`src/rtl/dmag_pkg.sv`:
```
package dmag_pkg;
  typedef enum logic {
    XFER_BYTE = 1'b0,
    XFER_WORD = 1'b1
  } xfer_width_e;
endpackage

```
`src/rtl/dmag_rst_sync.sv`:
```
module dmag_rst_sync (
  input  logic clk,
  input  logic rst_n,
  output logic rst_n_sync
);
  logic [1:0] sync_q;

  always_ff @(posedge clk or negedge rst_n) begin
    if (!rst_n) sync_q <= 2'b00;
    else        sync_q <= {sync_q[0], 1'b1};
  end

  assign rst_n_sync = sync_q[1];
endmodule

```
`src/rtl/dmag_count.sv`:
```
module dmag_count #(
  parameter int CW = 16
) (
  input  logic          clk,
  input  logic          rst_n,
  input  logic          load,
  input  logic [CW-1:0] ld_count,
  input  logic          step,
  output logic [CW-1:0] count_q,
  output logic          tc_q,
  output logic          accept
);
  localparam logic [CW-1:0] CNT_ONE  = CW'(1);
  localparam logic [CW-1:0] CNT_ZERO = '0;

  logic          done_q, done_d;
  logic [CW-1:0] count_d;
  logic          tc_d;
  logic          cnt_en;

  // a step is taken only while the channel is live and no load competes
  assign accept = step & ~done_q & ~load;
  assign cnt_en = load | accept;

  always_comb begin
    count_d = count_q;
    done_d  = done_q;
    tc_d    = 1'b0;
    if (load) begin
      count_d = ld_count;
      done_d  = 1'b0;
    end else if (accept) begin
      count_d = count_q - CNT_ONE;
      if (count_q == CNT_ZERO) begin
        tc_d   = 1'b1;
        done_d = 1'b1;
      end
    end
  end

  always_ff @(posedge clk or negedge rst_n) begin
    if (!rst_n) begin
      count_q <= '0;
      done_q  <= 1'b1;
      tc_q    <= 1'b0;
    end else begin
      if (cnt_en) count_q <= count_d;
      if (cnt_en) done_q  <= done_d;
      tc_q <= tc_d;
    end
  end

  a_r2_count_load: assert property (@(posedge clk) disable iff (!rst_n)
    load |=> count_q == $past(ld_count));
  a_r5_count_dec: assert property (@(posedge clk) disable iff (!rst_n)
    (step && !load && !done_q) |=> count_q == $past(count_q) - CNT_ONE);
  a_r6_tc_cause: assert property (@(posedge clk) disable iff (!rst_n)
    tc_q |-> ($past(accept) && $past(count_q) == CNT_ZERO));
  a_r6_tc_single: assert property (@(posedge clk) disable iff (!rst_n)
    tc_q |=> !tc_q);
  a_r7_hold_after_tc: assert property (@(posedge clk) disable iff (!rst_n)
    (done_q && !load) |=> ($stable(count_q) && !tc_q));
  a_r11_load_wins: assert property (@(posedge clk) disable iff (!rst_n)
    (load && step) |=> (count_q == $past(ld_count) && !tc_q));
endmodule

```
`src/rtl/dmag_addr.sv`:
```
module dmag_addr
  import dmag_pkg::*;
#(
  parameter int AW = 16,
  parameter int PW = 8,
  parameter int HW = 8
) (
  input  logic          clk,
  input  logic          rst_n,
  input  logic          load,
  input  logic [AW-1:0] ld_addr,
  input  logic [PW-1:0] ld_page,
  input  logic [HW-1:0] ld_hipage,
  input  logic          ld_hipage_vld,
  input  xfer_width_e   ld_width,
  input  logic          accept,
  output logic [AW-1:0] addr_q,
  output logic [PW-1:0] page_q,
  output logic [HW-1:0] hipage_q,
  output logic          hpen_q,
  output xfer_width_e   width_q
);
  localparam int        BPW      = HW + PW;
  localparam int        WPW      = HW + PW - 1;
  localparam logic [AW-1:0] ADDR_MAX = '1;

  logic [AW-1:0]  addr_d;
  logic [PW-1:0]  page_d;
  logic [HW-1:0]  hipage_d;
  logic [BPW-1:0] byte_pg_inc;
  logic [WPW-1:0] word_pg_inc;
  logic           wrap;
  logic           addr_en;

  assign wrap        = (addr_q == ADDR_MAX);
  assign byte_pg_inc = {hipage_q, page_q} + BPW'(1);
  assign word_pg_inc = {hipage_q, page_q[PW-1:1]} + WPW'(1);
  assign addr_en     = load | accept;

  always_comb begin
    addr_d   = addr_q;
    page_d   = page_q;
    hipage_d = hipage_q;
    if (load) begin
      addr_d   = ld_addr;
      page_d   = ld_page;
      hipage_d = ld_hipage;
    end else if (accept) begin
      addr_d = addr_q + AW'(1);
      if (wrap && hpen_q) begin
        if (width_q == XFER_WORD) {hipage_d, page_d} = {word_pg_inc, page_q[0]};
        else                      {hipage_d, page_d} = byte_pg_inc;
      end
    end
  end

  always_ff @(posedge clk or negedge rst_n) begin
    if (!rst_n) begin
      addr_q   <= '0;
      page_q   <= '0;
      hipage_q <= '0;
      hpen_q   <= 1'b0;
      width_q  <= XFER_BYTE;
    end else begin
      if (addr_en) begin
        addr_q   <= addr_d;
        page_q   <= page_d;
        hipage_q <= hipage_d;
      end
      if (load) begin
        hpen_q  <= ld_hipage_vld;
        width_q <= ld_width;
      end
    end
  end

  a_r5_addr_step: assert property (@(posedge clk) disable iff (!rst_n)
    accept |=> addr_q == $past(addr_q) + AW'(1));
  a_r8_page_hold: assert property (@(posedge clk) disable iff (!rst_n)
    (accept && !hpen_q) |=> ($stable(page_q) && $stable(hipage_q)));
  a_r9_byte_carry: assert property (@(posedge clk) disable iff (!rst_n)
    (accept && hpen_q && wrap && width_q == XFER_BYTE)
      |=> {hipage_q, page_q} == $past({hipage_q, page_q}) + BPW'(1));
  a_r10_word_carry: assert property (@(posedge clk) disable iff (!rst_n)
    (accept && hpen_q && wrap && width_q == XFER_WORD)
      |=> {hipage_q, page_q[PW-1:1]} == $past({hipage_q, page_q[PW-1:1]}) + WPW'(1));
endmodule

```
`src/rtl/dmag_map.sv`:
```
module dmag_map
  import dmag_pkg::*;
#(
  parameter int AW = 16,
  parameter int PW = 8,
  parameter int HW = 8
) (
  input  logic               clk,
  input  logic               rst_n,
  input  logic [AW-1:0]      addr_q,
  input  logic [PW-1:0]      page_q,
  input  logic [HW-1:0]      hipage_q,
  input  logic               hpen_q,
  input  xfer_width_e        width_q,
  output logic [HW+PW+AW-1:0] phys
);
  logic [HW-1:0] top_bits;

  // without a written high page the address stays below the page span
  assign top_bits = hpen_q ? hipage_q : '0;

  always_comb begin
    if (width_q == XFER_WORD) phys = {top_bits, page_q[PW-1:1], addr_q, 1'b0};
    else                      phys = {top_bits, page_q, addr_q};
  end

  a_r4_word_even: assert property (@(posedge clk) disable iff (!rst_n)
    (width_q == XFER_WORD) |-> !phys[0]);
  a_r8_low_space: assert property (@(posedge clk) disable iff (!rst_n)
    !hpen_q |-> phys[HW+PW+AW-1:PW+AW] == '0);
endmodule

```
`src/rtl/dma_addr_gen.sv`:
```
module dma_addr_gen
  import dmag_pkg::*;
#(
  parameter int AW = 16,
  parameter int CW = 16,
  parameter int PW = 8,
  parameter int HW = 8
) (
  input  logic               clk,
  input  logic               rst_n,
  input  logic               load,
  input  logic [AW-1:0]      ld_addr,
  input  logic [CW-1:0]      ld_count,
  input  logic [PW-1:0]      ld_page,
  input  logic [HW-1:0]      ld_hipage,
  input  logic               ld_hipage_vld,
  input  logic               ld_word,
  input  logic               step,
  output logic [HW+PW+AW-1:0] phys_addr,
  output logic               tc,
  output logic [CW-1:0]      count_rd
);
  logic          rst_n_s;
  logic          accept;
  logic [AW-1:0] addr_q;
  logic [PW-1:0] page_q;
  logic [HW-1:0] hipage_q;
  logic          hpen_q;
  xfer_width_e   width_q;
  xfer_width_e   ld_width;

  assign ld_width = ld_word ? XFER_WORD : XFER_BYTE;

  dmag_rst_sync u_rst (
    .clk        (clk),
    .rst_n      (rst_n),
    .rst_n_sync (rst_n_s)
  );

  dmag_count #(.CW(CW)) u_count (
    .clk      (clk),
    .rst_n    (rst_n_s),
    .load     (load),
    .ld_count (ld_count),
    .step     (step),
    .count_q  (count_rd),
    .tc_q     (tc),
    .accept   (accept)
  );

  dmag_addr #(.AW(AW), .PW(PW), .HW(HW)) u_addr (
    .clk           (clk),
    .rst_n         (rst_n_s),
    .load          (load),
    .ld_addr       (ld_addr),
    .ld_page       (ld_page),
    .ld_hipage     (ld_hipage),
    .ld_hipage_vld (ld_hipage_vld),
    .ld_width      (ld_width),
    .accept        (accept),
    .addr_q        (addr_q),
    .page_q        (page_q),
    .hipage_q      (hipage_q),
    .hpen_q        (hpen_q),
    .width_q       (width_q)
  );

  dmag_map #(.AW(AW), .PW(PW), .HW(HW)) u_map (
    .clk      (clk),
    .rst_n    (rst_n_s),
    .addr_q   (addr_q),
    .page_q   (page_q),
    .hipage_q (hipage_q),
    .hpen_q   (hpen_q),
    .width_q  (width_q),
    .phys     (phys_addr)
  );

  a_r1_quiet_before_load: assert property (@(posedge clk) disable iff (!rst_n_s)
    ($past(!rst_n_s) && !load) |=> (count_rd == '0 && !tc));
endmodule

```
`config.mk`:
```
export PLATFORM = sky130hd
export DESIGN_NAME = dma_addr_gen
export DESIGN_NICKNAME = d
export VERILOG_FILES = /design/src/rtl/dmag_pkg.sv /design/src/rtl/dmag_rst_sync.sv /design/src/rtl/dmag_count.sv /design/src/rtl/dmag_addr.sv /design/src/rtl/dmag_map.sv /design/src/rtl/dma_addr_gen.sv
export SDC_FILE = /design/constraint.sdc
export NUM_CORES = 1
export LEC_CHECK = 0
export ABC_CLOCK_PERIOD_IN_PS = 4930
export BUFFER_PORTS_ARGS = -buffer_cell sky130_fd_sc_hd__buf_4
export CAP_MARGIN = 5
export CORE_MARGIN = 3
export CORE_UTILIZATION = 35
export CTS_CLUSTER_SIZE = 30
export DETAILED_ROUTE_END_ITERATION = 8
export SLEW_MARGIN = 20
export SYNTH_ARGS = -nofsm -noshare
export SYNTH_HDL_FRONTEND = slang
export SYNTH_SLANG_ARGS = --single-unit
```
`constraint.sdc`:
```
create_clock -name clk -period 4.93 [get_ports clk]
set_input_delay 0.7395 -clock clk [delete_from_list [all_inputs] [get_ports clk]]
set_output_delay 0.7395 -clock clk [all_outputs]
set_load 0.05 [all_outputs]
```
Yosys cells after proc, flatten, opt, wreduce, memory -nomap -nowiden
Index checks and enable logic that the tools add are counted.
{"block": "classes", "add_sub_neg": 4, "eq_ne": 2, "n_mux": 21, "bitwise_logic": 5, "reduce_logical": 9}
{"operator": "2-to-1 mux 8 bit", "n": 9}
{"operator": "2-to-1 mux 16 bit", "n": 4}
{"operator": "adder 16 x 1 -> 16 bit, second input constant", "n": 2}
{"operator": "2-to-1 mux 17 bit", "n": 1}
{"operator": "equality test 16 bit, second input constant", "n": 1}
{"operator": "zero test 16 bit", "n": 1}
{"operator": "subtractor 16 x 1 -> 16 bit, second input constant", "n": 1}
{"operator": "adder 15 x 1 -> 15 bit, second input constant", "n": 1}
{"operator": "2-to-1 mux 1 bit", "n": 7}
{"operator": "AND reduction 3 bit", "n": 2}
{"operator": "nonzero test 2 bit", "n": 3}
{"operator": "AND reduction 4 bit", "n": 1}
{"operator": "bitwise AND 1 bit", "n": 2}
{"operator": "inequality test 2 bit, second input constant", "n": 1}
{"operator": "inverter 1 bit", "n": 2}
{"operator": "AND reduction 2 bit", "n": 1}
{"operator": "logical AND 1 bit", "n": 1}
{"operator": "OR 1 bit", "n": 1}
{"block": "word_totals", "reg_bits": 54, "input_bits": 54, "output_inout_bits": 49, "word_cells": 51}

Logic depth before layout (Yosys ltp)
Gate-level depths: netlist of run 1.
{"block": "logic_depth", "depth_word": 5, "depth_mapped": 7}

Modules after synthesis
From an unflattened synthesis of run 1, not the netlist that was laid out.
{"block": "hier_totals", "cells_unflattened": 378, "area_unflattened_um2": 3528.4}
{"module": "dmag_addr", "instances": 1, "cells_per_inst": 234, "area_each_um2": 2092.0}
{"module": "dmag_count", "instances": 1, "cells_per_inst": 107, "area_each_um2": 1026.0}
{"module": "dmag_map", "instances": 1, "cells_per_inst": 34, "area_each_um2": 356.6}
{"module": "dmag_rst_sync", "instances": 1, "cells_per_inst": 3, "area_each_um2": 53.8}

Least setup slack after synthesis of run 1
No wires, ideal clock.
{"block": "synth_path", "path_kind": "flip-flop to output port", "startpoint": "reg u_addr.width_q", "endpoint": "out phys_addr[8]", "arrival_time_ps": 1833, "t_required_ps": 4191, "setup_slack_ps": 2357, "path_stages_with_launch": 4, "n_path_buf": 2, "path_cell_list": "dfrtp_1 > buf_2 > buf_1 > o21ai_0"}
{"block": "synth_between", "elab_chain_cells": 1}
{"item": "from (decl)", "line_no": "dmag_addr.sv:21", "source": "output xfer_width_e width_q"}
{"item": "from (signal assigned)", "line_no": "dmag_addr.sv:72", "source": "width_q <= ld_width;"}
{"item": "2-to-1 mux 17 bit", "line_no": "dmag_map.sv:23", "source": "if (width_q == XFER_WORD) phys = {top_bits, page_q[PW-1:1], addr_q, 1'b0};"}
{"item": "to (decl)", "line_no": "dma_addr_gen.sv:19", "source": "output logic [HW+PW+AW-1:0] phys_addr,"}
Every way passes these cells.

Worst setup path after layout of run 1
{"block": "layout_path", "startpoint": "reg u_addr.width_q", "endpoint": "out phys_addr[3]"}
Same word-level chain as after synthesis.

==> impl_results.md, run 1 <==
- Post-synth EDFFs: 0
- Unrepaired setup endpoints after global routing: false
- Via density: 5.25
- Post-CTS setup repair buffer count: 0
- Critical path's slowest cell: dfrtp_1
- Yosys warnings: 0
- Met2 routed WL: 4000 um
- Antenna Cells: 0
- Largest net degree at the start of global routing: 80
- I/O pins: 103
- DRT met1 WL: 4290 um
- GRT Total Usage: 0.160
- Top cell type by total area after synthesis: dfrtp_1
- Setup violators final: 0
- Core Rows: 35
- Die ar.: 11200 um2
- DRC viols: 0
- # Max-Cap Violations: 0
- Root Buffer: clkbuf_8
- # resized after CTS: 0
- Status: finished clean
- WL met3: 514 um
- Crit Path Max Fanout: 27
- Critical path type: reg -> out
- Clk sink count: 54
- Final global-route overflow total: 0
- Setup WS pre-CTS: 2.47 ns
- Layout Cells excl Fill: 599
- Core ar.: 9460 um2
- Post-synth top area share: 0.381
- Max clock buf depth: 2
- Die height: 106 um
- Max transition margin: 0.376
- Cell Pwr Density: 300 nW/um2
- Drt pass-1 iters: 4
- CTS H-tree lvls: 2
- Setup TNS: 0 ns
- Synth Flop Type: dfrtp_1
- CP Launch Type: flop
- Final GP Congestion: 0.789
- Sequential-to-total area share from yosys stat: 0.388
- Overall die width: 106 um
- Maximum clock rate: 376 MHz
- Crit path largest cell delay: 0.97 ns
- Synthesis-to-finish area growth: 25.5%
- Synth top area cells: dfrtp_1 38%, mux2_2 5.8%, nand2_1 4.3%
- Port bufs: 102
- Final WS setup: 2.27 ns
- Crit-path cells: mux2_2, buf_4
- Syn nets: 448
- Static leakage: 1.82 nW
- Total number of vias: 3142
- TritonCTS Buffers: 5
- Initial antenna violation count: 0
- Post-synth top cells: 53 x dfrtp_1, 40 x nand2_1, 26 x nor2_1, 25 x o21ai_0, 19 x or4_1
- Share of cells above drive strength 1: 0.291
- Critical Path AT: 1.92 ns
- Hold_buf cts: 0
- Post-synth ARST share: 1.00
- Hold WC Path Type: in -> async
- Max IR drop VDD: 0.000137 V
- Slew of the pin with the lowest slew margin: 0.936 ns
- Clk_lat worst skew: 0.30 ns
- Cells after DPL: 591
- Post-Route WL: 8860 um
- Nets: 527
- ANT nets after route: 0
- Cell variety after synth: 52
- Minimum clock period: 2.66 ns
- Starting Density: 0.368
- Hold Violations, Final: 0
- Clock slew at reported path FFs: 0.10 ns
- Crit end category: output pin
- Worst endpoint required time: 4.19 ns
- Top-count cell post-synth: dfrtp_1
- DP Wirelength: 6490 um
- First-pass GRT wire length: 14900 um
- Final Slew Violations: 0
- CTS tree: built
- WL/cell: 14.8 um
- Cells after Synth: 390
- Worst Clk Skew: 0.00710 ns
- Syn Area/Cell: 8.93 um2
- Mapped cell area: 3480 um2
- Starting DRT DRC Count: 96
- Vias in the first global route: 2960
- DR top layer: met4
- Final Cycle Share: 0.539
- Yosys reg bits: 54
- Filler instances: 965
[sequential cells by signal, summed over array words and instances (netlist names)]
name / flops
u_addr.hpen_q: 1
u_rst.sync_q: 2
u_addr.page_q: 8
u_count.tc_q: 1
u_count.count_q: 16
u_addr.hipage_q: 8
u_addr.width_q: 1
u_addr.addr_q: 16
u_count.done_q: 1
[placed cells by master (no fill, tap or decap), drive strengths merged, types with 3 or more instances in the layout]
cell type,instances
and4,6
clkbuf,8
nand2,40
mux2,18
a221o,5
and2,12
xnor2,6
mux2i,3
nor4,5
inv,5
nor3,7
nand2b,4
nor2b,7
nand4,10
and3,7
buf,104
or4,19
or3,6
xor2,11
o21ai,26
o211ai,4
a31oi,17
a21oi,5
dfrtp,53
o31ai,12
ha,4
nand3,17
nor2,26
[cell type report]
| type | count | area, um2 | share of cell area |
|---|---|---|---|
| Sequential cell | 54 | 1350 | 0.310 |
| Timing Repair Buffer | 104 | 781 | 0.179 |
| Multi-Input combinational cell | 298 | 1940 | 0.444 |
| Clock buffer | 8 | 110 | 0.0252 |
| Tap cell | 129 | 161 | 0.0369 |
| Inverter | 6 | 22.5 | 0.00515 |
[logic make-up after synthesis]
group           synth area share
compound gates             0.142
xor+xnor                  0.0428
fa+ha+maj                 0.0144
buf+inv                   0.0535
flops                      0.388
mux                       0.0668
other cells              0.00108
simple gates               0.291
[where the power goes]
| part | internal [W] | total [W] | switching, W | leakage (nW) |
|---|---|---|---|---|
| clock | 0.000142 | 0.000290 | 0.000148 | 0.0575 |
| sequential | 0.000485 | 0.000556 | 0.0000709 | 0.629 |
| combinational | 0.000174 | 0.000466 | 0.000292 | 1.13 |
| total | 0.000801 | 0.00131 | 0.000511 | 1.82 |
[per-layer routing]
metal / vias up / global-route usage
met5: - / 0
met4: 0 / 0.0315
met3: 6 / 0.0276
met2: 93 / 0.245
met1: 1452 / 0.238
li1: 1591 / -
[per-stage QoR]
step / util / instance area [um2] / total power [W] / hold slack, ns
2_1_floorplan: - / 3480 / 0.000885 / 0.331
3_3_place_gp: 0.451 / 4260 / 0.00103 / 0.339
3_5_place_dp: 0.451 / 4260 / 0.00103 / 0.352
4_1_cts: 0.462 / 4370 / 0.00133 / 0.183
5_1_grt: 0.462 / 4370 / 0.00139 / 0.170
6_report: 0.462 / 4370 / 0.00131 / 0.196
[path summary, 6_finish.rpt]
| kind | startpoint | endpoint | slack (ns) | cells past startpoint |
|---|---|---|---|---|
| worst max-delay path | u_addr.width_q | phys_addr[3] | 2.27 | 2 |
| worst min-delay path | rst_n | u_rst.sync_q[1] | 0.20 | 1 |
| worst max register to register | u_addr.width_q | u_addr.hipage_q[4] | 2.59 | 4 |
| worst min register to register | u_rst.sync_q[0] | u_rst.sync_q[1] | 0.37 | 0 |
| max in group asynchronous | u_rst.sync_q[1] | u_addr.page_q[4] | 4.10 | 1 |
| min in group clk | u_rst.sync_q[0] | u_rst.sync_q[1] | 0.37 | 0 |
[critical path: cells and delay by family, from the launching register on]
| kind | cells | cell delay [ns] |
|---|---|---|
| buffers and inverters | 1 | 0.20 |
| multiplexers | 1 | 0.44 |
| flip-flops | 1 | 0.97 |
No activity file was read; power rests on OpenSTA's default activity.
==> run 2: changes to the inputs <==
ABC_CLOCK_PERIOD_IN_PS = 2300   (was 4930)
clock period = 2.3 ns   (was 4.93 ns; I/O delays follow)
==> run 2 against run 1 <==
  * Clock power up 93%
  * Final area up 1.1%
  * Power increased by 110%
  * Die area stayed put
  * Critical path depth is 3 higher
  * Cell count up 1.2%
  * Routed wire length up 5.8%
  * Count of clock-buffer cells in the layout decreased by 1
  * Critical endpoint is now u_count.count_q[8]
  * Largest power group unchanged
==> impl_results.md, run 2 (synthesis gave the netlist of run 1 again) <==
- Status: finished clean
- Core ar.: 9460 um2
- Hold WC Path Type: in -> reg
- Root Buffer: clkbuf_8
- Clock network fraction of total power: 0.202
- Crit path largest cell delay: 0.54 ns
- Critical path type: reg -> reg
- Dpl cell area: 4320 um2
- Largest regs: u_addr.addr_q: 16 flops, u_count.count_q: 16 flops
- Largest net degree at the start of global routing: 34
- Final Cycle Share: 0.896
- CTS H-tree lvls: 2
- Crit-path cells: inv_1, ha_1, or4b_1, or3_1, a221o_1
- Post-CTS setup repair buffer count: 0
- Clk_lat worst skew: 0.31 ns
- Cell area after layout: 4420 um2
- Max clock buf depth: 2
- Total number of vias: 3224
- Synthesis-to-finish area growth: 26.9%
- Port bufs: 102
- Hold_ws: 0.241 ns
- Drt pass-1 iters: 4
- Setup violators final: 0
- Die ar.: 11200 um2
- Share of cells above drive strength 1: 0.298
- Static leakage: 1.85 nW
- Cell Pwr Density: 627 nW/um2
- Final Slew Violations: 0
- Switching power: 0.00110 W
- ANT nets after route: 0
- WL/cell: 15.5 um
- Unrepaired setup endpoints after global routing: false
- Via density: 5.32
- Overall die width: 106 um
- Nets: 534
- Crit end category: flop
- Switching Fraction: 0.398
- Post-Route WL: 9370 um
- Clock slew at reported path FFs: 0.09 ns
- CP Launch Type: flop
- GRT Total Usage: 0.164
- # Max-Cap Violations: 0
- Critical Path AT: 2.25 ns
- Commonest non-fill, non-tap cell in the layout: buf_4
- First-pass GRT wire length: 15200 um
- Most frequent cells in the layout: 109 x buf_4, 52 x dfrtp_1, 40 x nand2_1
- Hold Violations, Final: 0
- CTS tree: built
- Initial antenna violation count: 0
- TritonCTS Buffers: 5
- DP Wirelength: 7030 um
- Antenna Cells: 0
- Max transition margin: 0.594
- Int Pwr: 0.00167 W
- R2R Setup Slk: 0.24 ns
- Critical path's slowest cell: or4b_1
- Core Util, Final: 0.467
- Die height: 106 um
- Crit Path Max Fanout: 5
- Max IR drop VDD: 0.000307 V
- Vias in the first global route: 3087
- Slew of the pin with the lowest slew margin: 0.608 ns
- Filler instances: 972
- Setup TNS: 0 ns
- DRC viols: 0
- Clk sink count: 54
- Final global-route overflow total: 0
- Worst Clk Skew: 0.00722 ns
- Worst endpoint required time: 2.49 ns
- Maximum clock rate: 485 MHz
- Core Rows: 35
- Final GP Congestion: 0.773
- Sequential share of power: 0.427
- Comb power frac: 0.371
- I/O pins: 103
- Starting DRT DRC Count: 88
- Starting Density: 0.368
- Minimum clock period: 2.06 ns
==> run 2: layout make-up <==
type | instances | area [um2] | share of cell area
inverters | 6 | 22.5 | 0.00509
clock buffers | 7 | 86.3 | 0.0195
multi-input cells | 298 | 1940 | 0.440
flip-flops and latches | 54 | 1350 | 0.306
well taps | 129 | 161 | 0.0365
clock inverters | 1 | 5.00 | 0.00113
repair buffers | 111 | 848 | 0.192
==> run 2: worst max-delay path, delay by kind of cell, from the launching register on <==
family	cells	cell delay, ns
AOI/OAI and AO/OA	1	0.30
and+or+nand+nor	2	0.91
buffers and inverters	1	0.08
DFF	1	0.45
adders and majority gates	1	0.21
==> run 2: worst paths after layout <==
| check | cells past startpoint | from | to |
|---|---|---|---|
| max | 5 | u_count.count_q[0] | u_count.count_q[8] |
| min in group asynchronous | 0 | u_rst.sync_q[1] | u_addr.addr_q[8] |
| max reg2reg | 5 | u_count.count_q[0] | u_count.count_q[8] |
| min | 3 | ld_count[1] | u_count.count_q[1] |
| max in group asynchronous | 1 | u_rst.sync_q[1] | u_count.done_q |
| min reg2reg | 0 | u_rst.sync_q[1] | u_addr.addr_q[8] |
==> run 2: per-stage QoR <==
step                      total power (W)  cells  setup WS, ns
after floorplan                   0.00190    390         0.122
after global placement            0.00222    597         0.303
after detailed placement          0.00224    597         0.218
after CTS                         0.00281    606         0.217
after global routing              0.00293    606        0.0254
final                             0.00277    606         0.238
==> run 2: power by group through the flow <==
stage	Combinational (W)	Clock, W	Sequential [W]
finish	0.00103	0.000560	0.00118
global route	0.00110	0.000625	0.00121
CTS	0.00104	0.000586	0.00118
detailed placement	0.00104	0	0.00120
global placement	0.00103	0	0.00120
floorplan	0.000620	0	0.00128
==> run 2: routing by layer <==
metal  vias to the layer above  wire [um]  global-route usage
met5                         -          0                   0
met3                         9        627              0.0484
met4                         0         79              0.0333
met1                      1521       4430               0.221
li1                       1610          -                   -
met2                        84       4240               0.263
==> run 2: timing repair <==
item,CTS,global route
hold buffers,1,0
hold endpoints to repair,2,0
resized for setup,0,0
==> run 3: changes to the inputs <==
GPL_TIMING_DRIVEN = 1   (was unset)
REMOVE_ABC_BUFFERS = 1   (was unset)
TNS_END_PERCENT = 5   (was unset)
==> run 3 against run 2 <==
  * Register-to-register slack got worse by 0.04 ns
  * Die area did not move
  * Largest cell class unchanged
  * Power rose by 0.80%
  * Count of clock-buffer cells in the layout did not move
  * Flip-flop and latch count did not move
  * Cell count rose by 0.83%
  * Clock power rose by 3%
  * Fmax fell by 1.8%
==> impl_results.md, run 3 (synthesis gave the netlist of run 1 again) <==
- Final global-route overflow total: 0
- Hold WC Path Type: in -> reg
- Antenna Cells: 0
- Unrepaired setup endpoints after global routing: false
- Critical path type: reg -> reg
- Status: finished clean
- Core ar.: 9460 um2
- Initial antenna violation count: 0
- Setup TNS: 0 ns
- Crit Path Max Fanout: 8
- Largest regs: u_addr.addr_q: 16 flops, u_count.count_q: 16 flops
- CP Launch Type: flop
- Clk sink count: 54
- Crit-path cells: ha_1, and4b_1, nand4_1, or4_1, a31oi_1
- Most frequent cells in the layout: 114 x buf_4, 52 x dfrtp_1, 39 x nand2_1
- Setup WS pre-CTS: 0.130 ns
- Final Slew Violations: 0
- Worst Clk Skew: 0.0108 ns
- DRC viols: 0
- Maximum clock rate: 476 MHz
- Via density: 5.33
- Hold Violations, Final: 0
- Synthesis-to-finish area growth: 28.1%
- Overall die width: 106 um
- DP Wirelength: 7060 um
- Root Buffer: clkbuf_8
- # Max-Cap Violations: 0
- Starting Density: 0.368
- Critical Path AT: 2.34 ns
- Share of cells above drive strength 1: 0.307
- TritonCTS Buffers: 5
- Die height: 106 um
- Max IR drop VDD: 0.000294 V
- CP Buf/Inv Count: 0
- Drt pass-1 iters: 4
- Total number of vias: 3254
- I/O pins: 103
- Commonest non-fill, non-tap cell in the layout: buf_4
- Worst endpoint required time: 2.54 ns
- Hold_ws: 0.227 ns
- CTS tree: built
- Slew of the pin with the lowest slew margin: 0.611 ns
- Die ar.: 11200 um2
- Crit path largest cell delay: 0.52 ns
- CTS H-tree lvls: 2
- Final GP Congestion: 0.788
- ANT nets after route: 0
- Core Rows: 35
- Port bufs: 102
- First-pass GRT wire length: 15500 um
- Minimum clock period: 2.10 ns
- CP top delay family: simple AND/OR/NAND/NOR gates
- Clk_lat worst skew: 0.32 ns
- Crit end category: flop
- Final WS setup: 0.200 ns
- Vias in the first global route: 3162
- Static leakage: 1.87 nW
- Starting DRT DRC Count: 137
- Max transition margin: 0.593
- Largest net degree at the start of global routing: 35
- WL/cell: 15.3 um
- Final Cycle Share: 0.913
- Cell Pwr Density: 627 nW/um2
- Setup violators final: 0
- Max clock buf depth: 2
- Nets: 539
- Power, Total: 0.00280 W
- GRT Total Usage: 0.169
- Post-Route WL: 9380 um
- Critical path's slowest cell: or4_1
- Clock slew at reported path FFs: 0.10 ns
run 3: changes by cell type in the layout (fill, tap and decap cells not counted), sizes merged:
cell	change
buf	+5
run 3: metal layers:
layer	share of wire	track usage	vias to the layer above
met2	0.46	0.265	76
met3	0.058	0.0361	8
met4	0.0079	0.0361	0
met1	0.48	0.239	1544
li1	-	-	1626
met5	0	0	-
run 3: final cells by class:
class	instances	area (um2)
fillers	967	5000
flip-flops and latches	54	1350
inverters	6	22.5
clock inverters	1	5.00
well taps	129	161
clock buffers	7	86.3
multi-input cells	298	1950
repair buffers	116	886
run 3: worst min-delay path, cell delays in order:
cell     delay, ns
buf_4         0.08
nand2_1       0.04
o21ai_0       0.06
run 3: where the power goes:
group	internal (W)	switching [W]	leakage, nW	total (W)
clock network	0.000244	0.000331	0.0482	0.000575
registers	0.00104	0.000146	0.629	0.00119
logic	0.000390	0.000645	1.20	0.00103
run 3: what timing repair did:
item,CTS,global route
hold buffers,1,0
endpoints found under the hold margin,2,0
gates resized for setup,0,1
setup endpoints to repair,0,3
buffers inserted,0,1
run 3: worst paths after layout:
kind | to | startpoint | depth (start not counted) | slack (ns)
worst max-delay path | u_addr.hipage_q[7] | u_addr.addr_q[1] | 5 | 0.20
worst min-delay path | u_count.count_q[3] | ld_count[3] | 3 | 0.23
worst max register to register | u_addr.hipage_q[7] | u_addr.addr_q[1] | 5 | 0.20
worst min register to register | u_count.count_q[11] | u_rst.sync_q[1] | 0 | 0.28
max in group asynchronous | u_count.done_q | u_rst.sync_q[1] | 1 | 1.31
min in group asynchronous | u_count.count_q[11] | u_rst.sync_q[1] | 0 | 0.28
run 3: metrics by stage:
step	instances	utilization	area [um2]
after floorplan	358	-	3320
after global placement	601	0.460	4350
after detailed placement	601	0.460	4350
after CTS	610	0.471	4450
after global routing	611	0.472	4460
final	611	0.472	4460
